### src/rtl/vmd_pkg.sv
package vmd_pkg;
  localparam int INSN_W = 32;
  localparam int REG_W  = 5;
  localparam int NF_W   = 3;

  localparam logic [6:0] OPC_LOAD  = 7'b0000111;
  localparam logic [6:0] OPC_STORE = 7'b0100111;

  typedef enum logic [1:0] {
    US_PLAIN  = 2'd0,
    US_WHOLE  = 2'd1,
    US_MASK   = 2'd2,
    US_FFIRST = 2'd3
  } usSub_e;

  typedef struct packed {
    logic       load;
    logic       isVec;
    logic       isScalar;
    logic       illegal;
    logic       isStore;
    logic [1:0] eewCode;
    logic       isIndex;
    usSub_e     sub;
  } strobe_t;
endpackage

### src/rtl/vmd_ctrl.sv
module vmd_ctrl
  import vmd_pkg::*;
(
  input  logic         instValid,
  input  logic [6:0]   opcode,
  input  logic [2:0]   width,
  input  logic         mew,
  input  logic [1:0]   mop,
  input  logic [REG_W-1:0] subBits,
  output strobe_t      strb
);
  logic   claimed, storeOp, vecWidth, subBad;
  usSub_e subSel;

  always_comb begin
    storeOp  = (opcode == OPC_STORE);
    claimed  = instValid && ((opcode == OPC_LOAD) || storeOp);
    vecWidth = (width == 3'b000) || (width >= 3'b101);

    subSel = US_PLAIN;
    subBad = 1'b0;
    if (mop == 2'b00) begin
      unique case (subBits)
        5'b00000: subSel = US_PLAIN;
        5'b01000: subSel = US_WHOLE;
        5'b01011: subSel = US_MASK;
        5'b10000: begin
          subSel = US_FFIRST;
          subBad = storeOp;
        end
        default:  subBad = 1'b1;
      endcase
    end

    strb          = '0;
    strb.load     = instValid;
    strb.isStore  = claimed && storeOp;
    strb.isScalar = claimed && !vecWidth;
    strb.isVec    = claimed && vecWidth;
    strb.illegal  = claimed && vecWidth && (mew || subBad);
    strb.isIndex  = claimed && vecWidth && !(mew || subBad) && mop[0];
    strb.sub      = subSel;
    unique case (width)
      3'b101:  strb.eewCode = 2'd1;
      3'b110:  strb.eewCode = 2'd2;
      3'b111:  strb.eewCode = 2'd3;
      default: strb.eewCode = 2'd0;
    endcase
  end
endmodule

### src/rtl/vmd_data.sv
module vmd_data
  import vmd_pkg::*;
(
  input  logic             clk,
  input  logic             rstN,
  input  strobe_t          strb,
  input  logic [NF_W-1:0]  nfIn,
  input  logic [1:0]       mopIn,
  input  logic             vmIn,
  input  logic [REG_W-1:0] rs2In,
  input  logic [REG_W-1:0] rs1In,
  input  logic [REG_W-1:0] vdIn,
  output logic             outValid,
  output logic             vecOp,
  output logic             scalarFp,
  output logic             illegal,
  output logic             isStore,
  output logic [1:0]       addrMode,
  output logic [NF_W-1:0]  nFields,
  output logic             maskEn,
  output logic [1:0]       eewCode,
  output logic             widthIsIndex,
  output logic [1:0]       usSub,
  output logic [REG_W-1:0] vd,
  output logic [REG_W-1:0] rs1,
  output logic [REG_W-1:0] rs2
);
  always_ff @(posedge clk) begin
    if (!rstN) begin
      outValid     <= 1'b0;
      vecOp        <= 1'b0;
      scalarFp     <= 1'b0;
      illegal      <= 1'b0;
      isStore      <= 1'b0;
      addrMode     <= '0;
      nFields      <= '0;
      maskEn       <= 1'b0;
      eewCode      <= '0;
      widthIsIndex <= 1'b0;
      usSub        <= '0;
      vd           <= '0;
      rs1          <= '0;
      rs2          <= '0;
    end else begin
      outValid     <= strb.load;
      vecOp        <= strb.isVec;
      scalarFp     <= strb.isScalar;
      illegal      <= strb.illegal;
      isStore      <= strb.isStore;
      addrMode     <= mopIn;
      nFields      <= nfIn;
      maskEn       <= !vmIn;
      eewCode      <= strb.eewCode;
      widthIsIndex <= strb.isIndex;
      usSub        <= strb.sub;
      vd           <= vdIn;
      rs1          <= rs1In;
      rs2          <= rs2In;
    end
  end
endmodule

### src/rtl/vmem_decoder.sv
module vmem_decoder
  import vmd_pkg::*;
(
  input  logic              clk,
  input  logic              rstN,
  input  logic              instValid,
  input  logic [INSN_W-1:0] instWord,
  output logic              outValid,
  output logic              vecOp,
  output logic              scalarFp,
  output logic              illegal,
  output logic              isStore,
  output logic [1:0]        addrMode,
  output logic [NF_W-1:0]   nFields,
  output logic              maskEn,
  output logic [1:0]        eewCode,
  output logic              widthIsIndex,
  output logic [1:0]        usSub,
  output logic [REG_W-1:0]  vd,
  output logic [REG_W-1:0]  rs1,
  output logic [REG_W-1:0]  rs2
);
  strobe_t strb;

  vmd_ctrl uCtrl (
    .instValid (instValid),
    .opcode    (instWord[6:0]),
    .width     (instWord[14:12]),
    .mew       (instWord[28]),
    .mop       (instWord[27:26]),
    .subBits   (instWord[24:20]),
    .strb      (strb)
  );

  vmd_data uData (
    .clk          (clk),
    .rstN         (rstN),
    .strb         (strb),
    .nfIn         (instWord[31:29]),
    .mopIn        (instWord[27:26]),
    .vmIn         (instWord[25]),
    .rs2In        (instWord[24:20]),
    .rs1In        (instWord[19:15]),
    .vdIn         (instWord[11:7]),
    .outValid     (outValid),
    .vecOp        (vecOp),
    .scalarFp     (scalarFp),
    .illegal      (illegal),
    .isStore      (isStore),
    .addrMode     (addrMode),
    .nFields      (nFields),
    .maskEn       (maskEn),
    .eewCode      (eewCode),
    .widthIsIndex (widthIsIndex),
    .usSub        (usSub),
    .vd           (vd),
    .rs1          (rs1),
    .rs2          (rs2)
  );
endmodule

### config.mk
export PLATFORM = sky130hd
export DESIGN_NAME = vmem_decoder
export DESIGN_NICKNAME = d
export VERILOG_FILES = /design/src/rtl/vmd_pkg.sv /design/src/rtl/vmd_ctrl.sv /design/src/rtl/vmd_data.sv /design/src/rtl/vmem_decoder.sv
export SDC_FILE = /design/constraint.sdc
export NUM_CORES = 1
export LEC_CHECK = 0
export BUFFER_PORTS_ARGS = -buffer_cell sky130_fd_sc_hd__buf_2
export CORE_MARGIN = 2
export CORE_UTILIZATION = 39
export CTS_BUF_LIST = sky130_fd_sc_hd__clkbuf_16
export CTS_CLUSTER_SIZE = 16
export DETAILED_ROUTE_END_ITERATION = 6
export PLACE_DENSITY = 0.78
export SLEW_MARGIN = 15
export SYNTH_ARGS = -nofsm -noshare
export SYNTH_HDL_FRONTEND = slang
export SYNTH_SLANG_ARGS = --single-unit
### constraint.sdc
create_clock -name clk -period 1.1 [get_ports clk]
set_input_delay 0.11 -clock clk [delete_from_list [all_inputs] [get_ports clk]]
set_output_delay 0.11 -clock clk [all_outputs]
set_load 0.01 [all_outputs]
==> out/qor.yml <==
outcome:
  run_status: "finished clean"
clock_network:
  cts.path.max_buffers: 2
  cts_tree: "built"
  htree_levels: 2
  cts_root_buf: "clkbuf_16"
  clkTransAtPathRegs_ps: 50
  numClockSinks: 31
  cts_resized: 0
  cts_setup_buffers: 0
  numCtsBuffers: 5
  cts_hold_buf: 0
sta:
  max_freq_mhz: 1225
  finalSetupViolCount: 0
  setup_ws_ps: 284.0
  finalHoldViolCount: 0
  min_period_ps: 816.0
  tightest_slew_ps: 246.8
  setup_tns_ps: 0
  drv_slew: 0
  fin_crit_sh_pct: 74.18
  slew_headroom_pct: 83.49
  rsz0062_at_grt: "false"
job:
  maxCapViolCount: 0
global_routing:
  grt_max_degree: 22
  antenna_found_initial: 0
  gr-total-overflow: 0
  track_usage_pct: 15.95
  grt_pass1_wl_mm: 3.077
  grt_pass1_vias: 788
hold_path:
  holdPathEnd: "uData.maskEn$_SDFF_PN0_"
  worstHoldPathCells: 2
  hold_path_class: "in2reg"
  holdCritStartpoint: "instWord[25]"
floorplanning:
  row_count: 17
  die_height_um: 53.51
  die-area_mm2: 0.002863
  num_io_pins: 66
  core_mm2: 0.002255
  die_x_um: 53.51
  floorplan.initialDensity_pct: 42.40
yosys:
  synth_compound_area_share_pct: 1.047
  syn_area_um2: 955.9
  synth_top_family_by_area: "simple AND/OR/NAND/NOR gates"
  ys_types: 21
  ys_warn_count: 0
  synthSimpleGateAreaFrac_pct: 30.89
  synth_mux_area_share_pct: 0
  ys_seq_elements: 31
  synthCells: 84
  synth_xor_area_share_pct: 1.832
  avgSynthCellArea_um2: 11.38
  synthAdderAreaFrac_pct: 0
  syn_nets: 119
  ys_seq_area_share_pct: 64.92
drt:
  drc: 0
  wl_per_cell_um: 10.92
  dr.pass1.iters: 4
  wl_mm: 2.010
  viasPerCell: 4.375
  drtIter0Drc: 5
  via_count: 805
  ant_nets: 0
finish:
  multi_input_area_um2: 322.8
  fill_cells: 207
  nets: 190
  drive_gt1_share_pct: 48.08
  area_delta_synth_final_pct: 51.83
  stdcell_count: 184
  seq_area_um2: 620.6
  diodes: 0
setup_path:
  critPathMaxStageDelay_ps: 320
  cp_max_fo: 1
  cp_num_buf_inv: 1
  critPathLaunchType: "flop"
  cpLargestDelayFamily: "flip-flops"
  worst-setup-path-type: "reg2out"
  critPathArrivalTime_ps: 710
  path_cells: "buf_2"
  crit_slowest_cell: "dfxtp_1"
  crit_required_ps: 990
  end_kind: "output pin"
  cp-startpoint: "uData.widthIsIndex$_SDFF_PN0_"
place:
  placed_cells: 176
  pre_cts_ws_ps: 154.2
  io_buffers: 65
  routabilityCongestion: 0.6656
  hpwl_mm: 1.640
pwr:
  powerDensity_mw_per_mm2: 1788
  power_mw: 2.595
  ir_worst_vdd_uv: 1048
  p_leak_nw: 0.7559
## worst max-delay path by stage
| stage | cells after the start | to | slack, ps |
|---|---|---|---|
| final | 1 | widthIsIndex | 280 |
| after global routing | 1 | widthIsIndex | 250 |
| after CTS | 1 | illegal | 270 |
| after detailed placement | 5 | uData.widthIsIndex$_SDFF_PN0_ | 150 |
| after global placement | 5 | uData.illegal$_SDFF_PN0_ | 180 |
| after floorplan | 4 | uData.illegal$_SDFF_PN0_ | 300 |
## cells in the mapped netlist, drive strengths merged
master	number	area, um^2
clkbuf	1	3.750
xor2	1	8.760
and3	3	18.77
nand3	3	27.53
and3b	1	8.760
xnor2	1	8.760
inv	1	3.750
buf	1	5.000
nor2	9	33.78
nand4	1	6.260
nor2b	3	26.27
dfxtp	31	620.6
and4b	1	11.26
nand3b	3	22.52
a21oi	1	5.000
nor4	1	6.260
o21ai	1	5.000
and2	21	133.9
## flip-flops by register name, summed over array words and instances, names as in the netlist
name,count
uData.isStore,1
uData.maskEn,1
uData.scalarFp,1
uData.nFields,3
uData.vd,5
uData.widthIsIndex,1
uData.vecOp,1
uData.illegal,1
uData.outValid,1
uData.usSub,2
uData.rs2,5
uData.rs1,5
uData.addrMode,2
uData.eewCode,2
## per-layer routing
metal	up-vias	global-route usage [%]	part of all wire, %
li1	408	-	-
met1	349	13.69	36
met2	46	29.63	52
met3	2	5.932	10
met4	0	11.54	1.7
met5	-	0	0
## area by class of cell
cell class | instances | share of cell area [%]
sequential | 31 | 42.76
timing repair buffer | 66 | 22.93
multi-input combinational | 50 | 22.24
clock buffer | 5 | 8.621
tap | 28 | 2.414
clock inverter | 3 | 0.7759
inverter | 1 | 0.2586
## placed cells by master, fill, tap and decap left out, drive strengths merged
cell type and n:
buf 66, dfxtp 31, and2 21, nor2 9, clkbuf 5, nand3b 3, and3 3, nor2b 3
nand3 3, inv 2, clkinv 2, xnor2 1, nor4 1, o21ai 1, and4b 1, xor2 1
nand4 1, a21oi 1, and3b 1
## kinds of logic after synthesis
logic type             after synthesis
buffers and inverters                3
AND/OR/NAND/NOR                     46
AO/OA/AOI/OAI                        2
flip-flops                          31
XOR/XNOR                             2
## power breakdown
group	internal (mW)	total [mW]	switching [mW]
Sequential	1.17	1.18	0.00987
Clock	0.807	1.20	0.390
Combinational	0.114	0.215	0.101
## per-stage QoR
| step | util [%] | hold WS, ps | cell area [um^2] |
|---|---|---|---|
| finish | 64.37 | 13.48 | 1451 |
| detailed placement | 58.32 | 286.7 | 1315 |
| global route | 64.37 | 17.37 | 1451 |
| CTS | 64.37 | 10.81 | 1451 |
| global placement | 58.32 | 270.9 | 1315 |
| floorplan | - | 181.6 | 955.9 |
(Power assumes the default switching activity.)
